[config.mk]
export PLATFORM = sky130hd
export DESIGN_NAME = iq_power_limiter
export DESIGN_NICKNAME = d
export VERILOG_FILES = /design/src/rtl/iqpl_pkg.sv /design/src/rtl/iqpl_pwr_track.sv /design/src/rtl/iqpl_db_map.sv /design/src/rtl/iqpl_corr.sv /design/src/rtl/iqpl_scale.sv /design/src/rtl/iq_power_limiter.sv
export SDC_FILE = /design/constraint.sdc
export NUM_CORES = 2
export LEC_CHECK = 0
export BUFFER_PORTS_ARGS = -buffer_cell sky130_fd_sc_hd__buf_2
export CORE_AREA = 2 2 406 408
export CTS_CLUSTER_SIZE = 8
export DETAILED_ROUTE_END_ITERATION = 8
export DIE_AREA = 0 0 408 410
export GPL_ROUTABILITY_DRIVEN = 1
export GPL_TIMING_DRIVEN = 0
export RECOVER_POWER = 50
export SLEW_MARGIN = 25
export SYNTH_ARGS = -nofsm -noshare
export SYNTH_HDL_FRONTEND = slang
export SYNTH_SLANG_ARGS = --single-unit
[constraint.sdc]
create_clock -name clk -period 14.7 [get_ports clk]
set_input_delay 2.205 -clock clk [delete_from_list [all_inputs] [get_ports clk]]
set_output_delay 2.205 -clock clk [all_outputs]
set_load 0.02 [all_outputs]
[src/rtl/iqpl_pkg.sv]
package iqpl_pkg;

    localparam int QDB_PER_OCT  = 12;   // quarter-dB per doubling of power
    localparam int QDB_PER_HALF = 24;   // quarter-dB per halving of amplitude
    localparam int QDB_MAX      = 192;  // 48 dB attenuation ceiling
    localparam int FRAC_BITS    = 3;    // mantissa bits used in the log table

    // fractional octave (power) in quarter-dB for mantissa 1.m
    function automatic logic [3:0] oct_frac(input logic [FRAC_BITS-1:0] m);
        case (m)
            3'd0:    return 4'd0;
            3'd1:    return 4'd2;
            3'd2:    return 4'd4;
            3'd3:    return 4'd6;
            3'd4:    return 4'd7;
            3'd5:    return 4'd8;
            3'd6:    return 4'd10;
            default: return 4'd11;
        endcase
    endfunction

    // amplitude factor for attenuation r quarter-dB, r < 24, Q0.15
    function automatic logic [14:0] lin_base(input logic [4:0] r);
        case (r)
            5'd0:    return 15'd32767;
            5'd1:    return 15'd31837;
            5'd2:    return 15'd30934;
            5'd3:    return 15'd30056;
            5'd4:    return 15'd29204;
            5'd5:    return 15'd28375;
            5'd6:    return 15'd27570;
            5'd7:    return 15'd26788;
            5'd8:    return 15'd26028;
            5'd9:    return 15'd25289;
            5'd10:   return 15'd24572;
            5'd11:   return 15'd23875;
            5'd12:   return 15'd23197;
            5'd13:   return 15'd22539;
            5'd14:   return 15'd21900;
            5'd15:   return 15'd21278;
            5'd16:   return 15'd20675;
            5'd17:   return 15'd20088;
            5'd18:   return 15'd19518;
            5'd19:   return 15'd18964;
            5'd20:   return 15'd18426;
            5'd21:   return 15'd17903;
            5'd22:   return 15'd17395;
            default: return 15'd16902;
        endcase
    endfunction

endpackage

[src/rtl/iqpl_pwr_track.sv]
module iqpl_pwr_track #(
    parameter int NUM_CAR   = 4,
    parameter int ACC_W     = 32,
    parameter int ACC_SHIFT = 2,
    localparam int CAR_W    = (NUM_CAR > 1) ? $clog2(NUM_CAR) : 1
) (
    input  logic             clk,
    input  logic             rst_n,
    input  logic             upd_en,
    input  logic [CAR_W-1:0] upd_car,
    input  logic [ACC_W-1:0] energy,
    output logic [ACC_W-1:0] acc_new
);

    logic [ACC_W-1:0] acc_d [NUM_CAR];
    logic [ACC_W-1:0] acc_q [NUM_CAR];

    always_comb begin
        acc_d   = acc_q;
        acc_new = acc_q[upd_car] - (acc_q[upd_car] >> ACC_SHIFT)
                + (energy >> ACC_SHIFT);
        if (upd_en) begin
            acc_d[upd_car] = acc_new;
        end
    end

    always_ff @(posedge clk) begin
        if (!rst_n) begin
            for (int k = 0; k < NUM_CAR; k++) begin
                acc_q[k] <= '0;
            end
        end else begin
            acc_q <= acc_d;
        end
    end

endmodule

[src/rtl/iqpl_db_map.sv]
module iqpl_db_map #(
    parameter int ACC_W = 32,
    parameter int ATT_W = 9
) (
    input  logic [ACC_W-1:0] acc,
    output logic [ATT_W-1:0] att
);
    import iqpl_pkg::*;

    localparam int EMPTY_ATT = QDB_PER_OCT * ACC_W;

    int                   msb;
    logic                 found;
    logic [FRAC_BITS-1:0] frac_idx;

    always_comb begin
        msb   = 0;
        found = 1'b0;
        for (int b = 0; b < ACC_W; b++) begin
            if (acc[b]) begin
                msb   = b;
                found = 1'b1;
            end
        end
        frac_idx = '0;
        for (int j = 0; j < FRAC_BITS; j++) begin
            if (msb > j) begin
                frac_idx[FRAC_BITS-1-j] = acc[msb-1-j];
            end
        end
        if (!found) begin
            att = ATT_W'(EMPTY_ATT);
        end else begin
            att = ATT_W'(QDB_PER_OCT * (ACC_W - 1 - msb) - int'(oct_frac(frac_idx)));
        end
    end

endmodule

[src/rtl/iqpl_corr.sv]
module iqpl_corr #(
    parameter int GAIN_W = 8,
    parameter int LIM_W  = 10,
    parameter int OFF_W  = 8,
    parameter int ATT_W  = 9,
    parameter int CORR_W = 8,
    parameter int LIN_W  = 15
) (
    input  logic [GAIN_W-1:0]        gain,
    input  logic [LIM_W-1:0]         limit,
    input  logic signed [OFF_W-1:0]  offset,
    input  logic [ATT_W-1:0]         att,
    output logic [CORR_W-1:0]        corr_qdb,
    output logic [LIN_W-1:0]         lin_fac
);
    import iqpl_pkg::*;

    int headroom;
    int sel;
    int oct;
    int rem;

    always_comb begin
        // attenuation needed to stay below the ceiling
        headroom = int'(limit) - int'(att) - int'(offset);
        sel      = (headroom > int'(gain)) ? headroom : int'(gain);
        if (sel > QDB_MAX) begin
            sel = QDB_MAX;
        end
        corr_qdb = CORR_W'(sel);
        oct      = sel / QDB_PER_HALF;
        rem      = sel % QDB_PER_HALF;
        lin_fac  = LIN_W'(lin_base(5'(rem)) >> oct);
    end

endmodule

[src/rtl/iqpl_scale.sv]
module iqpl_scale #(
    parameter int DATA_W = 16,
    parameter int LIN_W  = 15
) (
    input  logic signed [DATA_W-1:0] x,
    input  logic [LIN_W-1:0]         lin_fac,
    output logic signed [DATA_W-1:0] y
);

    localparam int PW   = DATA_W + LIN_W + 1;
    localparam int FRAC = DATA_W - 1;
    localparam logic signed [PW-1:0] HALF    = PW'(1) <<< (FRAC - 1);
    localparam logic signed [PW-1:0] POS_LIM = (PW'(1) <<< FRAC) - PW'(1);
    localparam logic signed [PW-1:0] NEG_LIM = -POS_LIM;

    logic signed [PW-1:0] prod;
    logic signed [PW-1:0] rnd;

    always_comb begin
        prod = x * $signed({1'b0, lin_fac});
        rnd  = (prod + HALF) >>> FRAC;
        if (rnd > POS_LIM) begin
            y = POS_LIM[DATA_W-1:0];
        end else if (rnd < NEG_LIM) begin
            y = NEG_LIM[DATA_W-1:0];
        end else begin
            y = rnd[DATA_W-1:0];
        end
    end

endmodule

[src/rtl/iq_power_limiter.sv]
module iq_power_limiter #(
    parameter int DATA_W    = 16,
    parameter int NUM_CAR   = 4,
    parameter int ACC_SHIFT = 2,
    parameter int GAIN_W    = 8,
    parameter int LIM_W     = 10,
    parameter int OFF_W     = 8,
    localparam int CAR_W    = (NUM_CAR > 1) ? $clog2(NUM_CAR) : 1
) (
    input  logic                              clk,
    input  logic                              rst_n,
    input  logic                              in_valid,
    input  logic [CAR_W-1:0]                  in_car,
    input  logic signed [DATA_W-1:0]          in_i,
    input  logic signed [DATA_W-1:0]          in_q,
    input  logic [NUM_CAR-1:0][GAIN_W-1:0]    cfg_gain,
    input  logic [NUM_CAR-1:0][LIM_W-1:0]     cfg_limit,
    input  logic [NUM_CAR-1:0][OFF_W-1:0]     cfg_offset,
    output logic                              out_valid,
    output logic signed [DATA_W-1:0]          out_i,
    output logic signed [DATA_W-1:0]          out_q
);
    import iqpl_pkg::*;

    localparam int PIPE   = 6;
    localparam int ACC_W  = 2 * DATA_W;
    localparam int ATT_W  = $clog2(QDB_PER_OCT * ACC_W + 1);
    localparam int LIN_W  = DATA_W - 1;
    localparam int CORR_W = $clog2(QDB_MAX + 1);
    localparam int LANES  = 2;

    typedef struct packed {
        logic [PIPE-1:0]          vld;
        logic [CAR_W-1:0]         c1;
        logic [CAR_W-1:0]         c2;
        logic [CAR_W-1:0]         c3;
        logic [CAR_W-1:0]         c4;
        logic signed [DATA_W-1:0] i1;
        logic signed [DATA_W-1:0] q1;
        logic signed [DATA_W-1:0] i2;
        logic signed [DATA_W-1:0] q2;
        logic signed [DATA_W-1:0] i3;
        logic signed [DATA_W-1:0] q3;
        logic signed [DATA_W-1:0] i4;
        logic signed [DATA_W-1:0] q4;
        logic signed [DATA_W-1:0] i5;
        logic signed [DATA_W-1:0] q5;
        logic [ACC_W-1:0]         e2;
        logic [ACC_W-1:0]         a3;
        logic [ATT_W-1:0]         att4;
        logic [LIN_W-1:0]         lin5;
        logic signed [DATA_W-1:0] oi;
        logic signed [DATA_W-1:0] oq;
    } pipe_t;

    pipe_t st_d;
    pipe_t st_q;

    logic signed [ACC_W-1:0]  sq_i;
    logic signed [ACC_W-1:0]  sq_q;
    logic [ACC_W-1:0]         energy;
    logic [ACC_W-1:0]         acc_new;
    logic [ATT_W-1:0]         att_meas;
    logic [CORR_W-1:0]        corr_qdb;
    logic [LIN_W-1:0]         lin_fac;
    logic signed [DATA_W-1:0] lane_x [LANES];
    logic signed [DATA_W-1:0] lane_y [LANES];

    // stage 3: per-carrier average power (feedback held in the tracker)
    iqpl_pwr_track #(
        .NUM_CAR   (NUM_CAR),
        .ACC_W     (ACC_W),
        .ACC_SHIFT (ACC_SHIFT)
    ) u_track (
        .clk     (clk),
        .rst_n   (rst_n),
        .upd_en  (st_q.vld[1]),
        .upd_car (st_q.c2),
        .energy  (st_q.e2),
        .acc_new (acc_new)
    );

    // stage 4: power to quarter-dB
    iqpl_db_map #(
        .ACC_W (ACC_W),
        .ATT_W (ATT_W)
    ) u_db (
        .acc (st_q.a3),
        .att (att_meas)
    );

    // stage 5: max-select and back to linear
    iqpl_corr #(
        .GAIN_W (GAIN_W),
        .LIM_W  (LIM_W),
        .OFF_W  (OFF_W),
        .ATT_W  (ATT_W),
        .CORR_W (CORR_W),
        .LIN_W  (LIN_W)
    ) u_corr (
        .gain     (cfg_gain[st_q.c4]),
        .limit    (cfg_limit[st_q.c4]),
        .offset   ($signed(cfg_offset[st_q.c4])),
        .att      (st_q.att4),
        .corr_qdb (corr_qdb),
        .lin_fac  (lin_fac)
    );

    // stage 6: one multiplier lane per component
    assign lane_x[0] = st_q.i5;
    assign lane_x[1] = st_q.q5;

    for (genvar l = 0; l < LANES; l++) begin : g_lane
        iqpl_scale #(
            .DATA_W (DATA_W),
            .LIN_W  (LIN_W)
        ) u_scale (
            .x       (lane_x[l]),
            .lin_fac (st_q.lin5),
            .y       (lane_y[l])
        );
    end

    always_comb begin
        st_d     = st_q;
        st_d.vld = {st_q.vld[PIPE-2:0], in_valid};

        st_d.c1 = in_car;
        st_d.i1 = in_i;
        st_d.q1 = in_q;

        sq_i    = st_q.i1 * st_q.i1;
        sq_q    = st_q.q1 * st_q.q1;
        energy  = $unsigned(sq_i) + $unsigned(sq_q);
        st_d.c2 = st_q.c1;
        st_d.i2 = st_q.i1;
        st_d.q2 = st_q.q1;
        st_d.e2 = energy;

        st_d.c3 = st_q.c2;
        st_d.i3 = st_q.i2;
        st_d.q3 = st_q.q2;
        st_d.a3 = acc_new;

        st_d.c4   = st_q.c3;
        st_d.i4   = st_q.i3;
        st_d.q4   = st_q.q3;
        st_d.att4 = att_meas;

        st_d.i5   = st_q.i4;
        st_d.q5   = st_q.q4;
        st_d.lin5 = lin_fac;

        st_d.oi = st_q.vld[PIPE-2] ? lane_y[0] : '0;
        st_d.oq = st_q.vld[PIPE-2] ? lane_y[1] : '0;
    end

    always_ff @(posedge clk) begin
        if (!rst_n) begin
            st_q <= '0;
        end else begin
            st_q <= st_d;
        end
    end

    assign out_valid = st_q.vld[PIPE-1];
    assign out_i     = st_q.oi;
    assign out_q     = st_q.oq;

endmodule

Word level (Yosys, flattened, before mapping)
Memory sizes are Yosys's and may differ from the RTL's.
Index checks and enable logic that the tools add are counted.
{"block": "classes", "n_addsub": 12, "n_mul": 5, "div_mod_pow": 2, "n_lt_le_gt_ge": 15, "n_eq_ne": 6, "n_shift": 1, "mux": 96, "n_bitwise": 3, "n_reduce_logical": 6}
{"operator": "$mux W32", "count": 5}
{"operator": "$bwmux W128", "count": 1}
{"operator": "$mul A16 B16 Y32", "count": 4}
{"operator": "$lt A32 B7 Y1 const B", "count": 3}
{"operator": "$mux W5", "count": 16}
{"operator": "$add A32 B16 Y32 const B", "count": 2}
{"operator": "$bmux W32 S2", "count": 1}
{"operator": "$demux W32 S2", "count": 1}
{"operator": "$mux W1", "count": 42}
{"operator": "$mux W4", "count": 9}
{"operator": "$gt A17 B16 Y1 const B", "count": 2}
{"operator": "$lt A17 B16 Y1 const B", "count": 2}
{"operator": "$add A32 B30 Y32", "count": 1}
{"operator": "$add A32 B32 Y32", "count": 1}
{"operator": "$bmux W8 S2", "count": 2}
{"operator": "$div A32 B6 Y32 const B", "count": 1}
{"operator": "$gt A32 B9 Y1", "count": 1}
{"operator": "$gt A32 B9 Y1 const B", "count": 1}
{"operator": "$mod A32 B6 Y32 const B", "count": 1}
{"operator": "$mul A3 B32 Y7 const A", "count": 1}
{"operator": "$mux W16", "count": 2}
{"operator": "$shr A15 B32 Y15", "count": 1}
{"operator": "$sub A32 B2 Y32 const B", "count": 1}
{"operator": "$sub A32 B3 Y32 const B", "count": 1}
{"operator": "29 further kinds", "count": 44}
{"block": "word_totals", "register_bits": 422, "rom_bits": 448, "input_bits": 141, "output_inout_bits": 33, "wordCells": 175, "mem_count": 1}
{"name": "(name not given)", "depth": 32, "width": 14, "read_ports": 1, "rd_clocked_by_memory_dff": 0, "write_ports": 0, "line": "iqpl_pkg.sv:24", "source": "case (r)"}

Logic depth before layout (Yosys ltp)
{"block": "logic_depth", "depth_word": 42, "depth_mapped": 40, "depth_no_buf": 36}

Hierarchy
A second synthesis with hierarchy kept.
{"block": "hier_totals", "hier_cells": 6670, "area_unflattened_um2": 60993.5}
{"module": "iq_power_limiter", "instances": 1, "cells_per_inst": 2545, "area_each_um2": 26548.0}
{"module": "iqpl_scale (g_lane[1].u_scale)", "instances": 1, "cells_per_inst": 1106, "area_each_um2": 9953.3}
{"module": "iqpl_scale (g_lane[0].u_scale)", "instances": 1, "cells_per_inst": 1073, "area_each_um2": 9668.0}
{"module": "iqpl_pwr_track", "instances": 1, "cells_per_inst": 1116, "area_each_um2": 8889.8}
{"module": "iqpl_corr", "instances": 1, "cells_per_inst": 538, "area_each_um2": 3723.6}
{"module": "iqpl_db_map", "instances": 1, "cells_per_inst": 292, "area_each_um2": 2210.9}

Worst setup path before layout
OpenSTA, ideal clock, no wires.
{"block": "synth_timing", "path_kind": "input port to flip-flop", "from": "input cfg_limit[30] (netlist name)", "to": "register st_q[35] (netlist name)", "setup_time_ps": 136, "arrival_time_ps": 8635, "required_time_ps": 14564, "slack_ps": 5929, "cell_stages": 35, "cell_sequence": "mux4_2 -> inv_1 -> ha_1 -> inv_1 -> fa_1 -> nand3_1 -> nand2_1 -> nand2_1 -> nand2_1 -> a21o_1 -> xor2_1 -> ha_1 -> a21o_1 -> a31oi_1 -> o21a_1 -> xnor2_1 -> ha_1 -> and3_1 -> a21boi_0 -> o31a_1 -> clkbuf_1 -> o21ai_4 -> buf_6 -> mux2i_1 -> o21ai_1 -> buf_4 -> and2_1 -> inv_1 -> ha_1 -> or4b_1 -> a41oi_1 -> a2bb2oi_1 -> mux2_2 -> o2111ai_1 -> o221ai_1"}
{"block": "synth_via", "elab_chain_len": 11}
{"element": "from (decl)", "line": "iq_power_limiter.sv:17", "source": "input logic [NUM_CAR-1:0][LIM_W-1:0] cfg_limit,"}
{"element": "$bmux W10 S2 *", "line": "iq_power_limiter.sv:102", "source": ".limit (cfg_limit[st_q.c4]),"}
{"element": "$mux W10 (implied by the code) *", "line": "iq_power_limiter.sv:102"}
{"element": "$sub A10 B9 Y11 *", "line": "iqpl_corr.sv:25", "source": "headroom = int'(limit) - int'(att) - int'(offset);"}
{"element": "$sub A11 B8 Y12 *", "line": "iqpl_corr.sv:25"}
{"element": "$gt A32 B9 Y1", "line": "iqpl_corr.sv:26", "source": "sel = (headroom > int'(gain)) ? headroom : int'(gain);"}
{"element": "$mux W32 *", "line": "iqpl_corr.sv:26"}
{"element": "$gt A32 B9 Y1", "line": "iqpl_corr.sv:27", "source": "if (sel > QDB_MAX) begin"}
{"element": "$mux W32 *", "line": "iqpl_corr.sv:27"}
{"element": "$mod A32 B6 Y32", "line": "iqpl_corr.sv:32", "source": "rem = sel % QDB_PER_HALF;"}
{"element": "$mem_v2 Z32 W14"}
{"element": "$shr A15 B32 Y15 *", "line": "iqpl_corr.sv:33", "source": "lin_fac = LIN_W'(lin_base(5'(rem)) >> oct);"}
{"element": "to (signal assigned)", "line": "iq_power_limiter.sv:162", "source": "st_q <= st_d;"}
{"element": "to (decl)", "line": "iq_power_limiter.sv:57", "source": "pipe_t st_q;"}
Mark *: on every way between the ends. The rest lies on a longest branch, timed or not. The select of a mux whose other input is x is not followed.
A chain may end at the register's enable or synchronous reset.

Final worst setup path
{"block": "layout_timing", "from": "register st_q[280] (netlist name)", "to": "register st_q[32] (netlist name)"}
{"block": "layout_via", "elab_chain_len": 11}
{"element": "$bmux W10 S2", "line": "iq_power_limiter.sv:102"}
{"element": "$mux W10 (implied by the code)", "line": "iq_power_limiter.sv:102"}
{"element": "$sub A10 B9 Y11", "line": "iqpl_corr.sv:25"}
{"element": "$sub A11 B8 Y12", "line": "iqpl_corr.sv:25"}
{"element": "$gt A32 B9 Y1", "line": "iqpl_corr.sv:26"}
{"element": "$mux W32 *", "line": "iqpl_corr.sv:26"}
{"element": "$gt A32 B9 Y1", "line": "iqpl_corr.sv:27"}
{"element": "$mux W32 *", "line": "iqpl_corr.sv:27"}
{"element": "$mod A32 B6 Y32", "line": "iqpl_corr.sv:32"}
{"element": "$mem_v2 Z32 W14"}
{"element": "$shr A15 B32 Y15 *", "line": "iqpl_corr.sv:33"}
Marked as above.

==> metrics.md <==
| Metric | Value |
|---|---|
| Register Area | 8410 sq um |
| Share of post-route cells with drive strength above 1 | 6.19% |
| Post-DP HPWL | 133,000 um |
| 1st-iter DRT viols | 2,775 |
| CP Capture Point | st_q[32] |
| Setup TNS | 0 ps |
| Clock root cell | clkbuf_16 |
| Mux cell area share after synthesis | 3.45% |
| Core area | 163,000 sq um |
| Setup Viol. Count Final | 0 |
| Final Hold Vio Count | 0 |
| Horiz. Die Dim | 408 um |
| Worst r2r dst | st_q[32] |
| Final period util | 71.6% |
| Startpoint Class | register |
| Synth cell types | 100 |
| Total leakage power | 0.0295 uW |
| Reg2reg setup slack | 4180 ps |
| Initial core utilization | 34.8% |
| P per Cell Area | 187 nW/um^2 |
| Final Util | 38.0% |
| Clk slew on worst S/H paths | 50 ps |
| Start of the worst register-to-register path | st_q[280] |
| Max VDD drop | 300 uV |
| Synth area leaders | fa_1, dfxtp_1, ha_1 |
| Number of global-route vias before repair | 44,300 |
| Synthesized flop and latch total | 420 |
| FF-to-FF path depth | 35 |
| Synth Instances | 6,154 |
| Final net count | 8,001 |
| Highest clock rate | 95.0 MHz |
| Top_reg_cell synth | dfxtp_1 |
| RSZ-0062 raised after global routing | false |
| CP max stage cell | xnor2_1 |
| Crit end category | register |
| Final WL | 157,000 um |
| Clock Path Buffers | 3 |
| XOR/XNOR Fraction of Synth Area | 2.43% |
| Via count | 41,600 |
| Hold Path Class | reg2reg |
| GRT Util Overall | 19.1% |
| Site Rows | 149 |
| Largest net degree at the start of global routing | 20 |
| Hold Slack | 392 ps |
| Initial antenna violation count | 7 |
| CP required | 15,200 ps |
| Overflow left after global routing | 0 |
| Cell Area, Synth | 56,800 sq um |
| Adder-cell share of the synthesized area | 46.2% |
| Area delta synth->final | 9.31% |
| Post-CTS sizing | 0 |
| Post-CTS Hold Fix Bufs | 0 |
| CP max FO | 10 |
| Clk_lat worst skew | 710 ps |
| Placer Congestion | 0.921 |
| Number of synthesized flops with an enable pin | 0 |
| Syn Nets | 7,765 |
| CTS Buf Count | 61 |
| Compound-cell area share of the yosys netlist | 7.03% |
| Clock Sinks | 420 |
| DRT Pass-1 Iters | 5 |
| WL per Instance | 18.3 um |
| Yosys top cell area share | 36.9% |
| Via/cell ratio | 4.84 |
| Cell mode on critical path | ha_1 |
| I/O pins | 174 |
| CTS tree | built |
| Area share of and/or/nand/nor cells after synthesis | 15.1% |
| Die Ht | 410 um |
| Worst path max stage delay | 660 ps |
| Final Max Tran Viols | 0 |
| ANT nets after route | 0 |
| Ys Warns | 0 |
| Status | completed |
| DRC viols | 0 |
| Async set-reset flop share out of synthesis | 0% |
| Crit path DAT | 11,030 ps |
| Slew @ Worst Pin | 1140 ps |
| Worst Setup SP | st_q[280] |
| Layout fillers | 16,600 |
| Number of H-tree levels | 2 |
| Area of the multi-input gates | 42,200 sq um |
| Setup CP Type | reg2reg |
| Port Buffer Count | 173 |
| Syn_area_per_cell | 9.24 sq um |
| Skew final | 70.2 ps |
| Worst relative slew slack | 23.8% |
| Register area share after synthesis | 14.8% |
| Yosys top cell by area | fa_1 |
| Main combinational cell family by area after synthesis | adder cells |
| First-pass GRT wire length | 249,000 um |
| Fin crit period | 10,520 ps |
| Die ar. | 167,000 sq um |
| Post-CTS Setup Repair Bufs | 0 |
| Max Cap Viol | 0 |
==> kinds of logic (layout without fill, tap and decap cells) <==
family | count (synthesis) | count (layout)
flops | 420 | 420
compound gates | 610 | 610
buf+inv | 1630 | 1876
simple gates | 1754 | 1754
mux | 112 | 112
other cells | 0 | 1
fa+ha+maj | 1470 | 1470
xor+xnor | 158 | 158
==> metal layers <==
metal / GRT usage, % / routed length (um) / share of wire [%]
met2: 33.5 / 78700 / 50
met3: 2.39 / 8370 / 5.3
met5: 0 / 27 / 0.017
met4: 5.99 / 5180 / 3.3
met1: 24.4 / 65200 / 41
==> cells in the mapped netlist, drive strengths merged, types with 23 or more instances <==
cell type and instances:
nand2 696, nand3 64, a21oi 235, fa 1047, clkbuf 212, mux2i 33, nor3 51, xnor2 108
buf 60, nor2 240, and3 23, inv 1356, o21ai 98, o21a 23, a21o 34, xor2 50
nand2b 34, and2 534, dfxtp 420, ha 423, a211oi 30, mux4 64, nor2b 28
==> cells in the final DEF, fill, tap and decap left out, types with 12 or more instances in the layout <==
master and instances:
inv_1 1353, o211ai_1 22, o21ai_0 88, or3_1 16
buf_4 37, a21oi_1 234, nand2b_1 34, and3_1 23
xnor2_1 106, xor2_1 50, a211oi_1 29, a21o_1 34
buf_2 150, mux4_2 64, clkbuf_16 61, and2_0 108
o21a_1 23, fa_1 1046, nor2_1 237, nand4_1 12
dfxtp_1 420, or2_2 18, nor3_1 51, o21bai_1 12
nor2b_1 28, and2_1 426, nand3_1 64, ha_1 423
nor4_1 12, a31oi_1 16, clkbuf_1 250, nand2_1 694
mux2i_1 32
==> final cells by class <==
cell class	instances	share of cell area [%]
diodes	1	0.00403
plain buffers	272	1.90
clock buffers	65	2.50
clock inverters	8	0.240
inverters	1358	8.20
multi-input cells	4104	67.9
flip-flops and latches	420	13.5
well taps	2189	4.41
repair buffers	173	1.33
==> critical path: cells and delay by family (launching register included) <==
family / cells / cell delay [ps]
compound gates: 14 / 3170
buf+inv: 8 / 2680
fa+ha+maj: 4 / 1300
mux: 2 / 750
simple gates: 6 / 1360
xor+xnor: 1 / 660
flops: 1 / 390
==> through the flow <==
stage / std cells / cell area (sq um) / setup slack (ps) / total power, uW
floorplan: 6154 / 56800 / 5930 / 7730
global placement: 8516 / 60400 / 4180 / 10200
detailed placement: 8516 / 60500 / 4160 / 10300
CTS: 8589 / 62200 / 4040 / 11700
global route: 8589 / 62100 / 3210 / 12700
finish: 8590 / 62100 / 4180 / 11600
==> worst min path at each step <==
stage               startpoint        end  slack (ps)  depth (start not counted)
finish               st_d[200]  st_d[168]         390                          1
global route         st_d[200]  st_d[168]         430                          1
global placement     st_d[292]  st_d[293]         420                          1
CTS                  st_d[200]  st_d[168]         410                          1
detailed placement   st_d[202]  st_d[170]         420                          1
floorplan            st_d[120]  lane_x[0]         410                          1
==> where the power goes <==
part | leakage, uW | internal [uW] | switching (uW) | total [uW]
Clock | 0.000819 | 755 | 534 | 1290
Combinational | 0.0253 | 3400 | 5480 | 8880
Sequential | 0.00343 | 1320 | 146 | 1470
==> flip-flops by register name, summed over array words and instances, names as in the netlist <==
name,cells
lane_x,32
out_i,16
out_q,16
out_valid,1
st_d,139
st_q,88
u_track.acc_q,128
No activity file was read; power rests on OpenSTA's default activity.
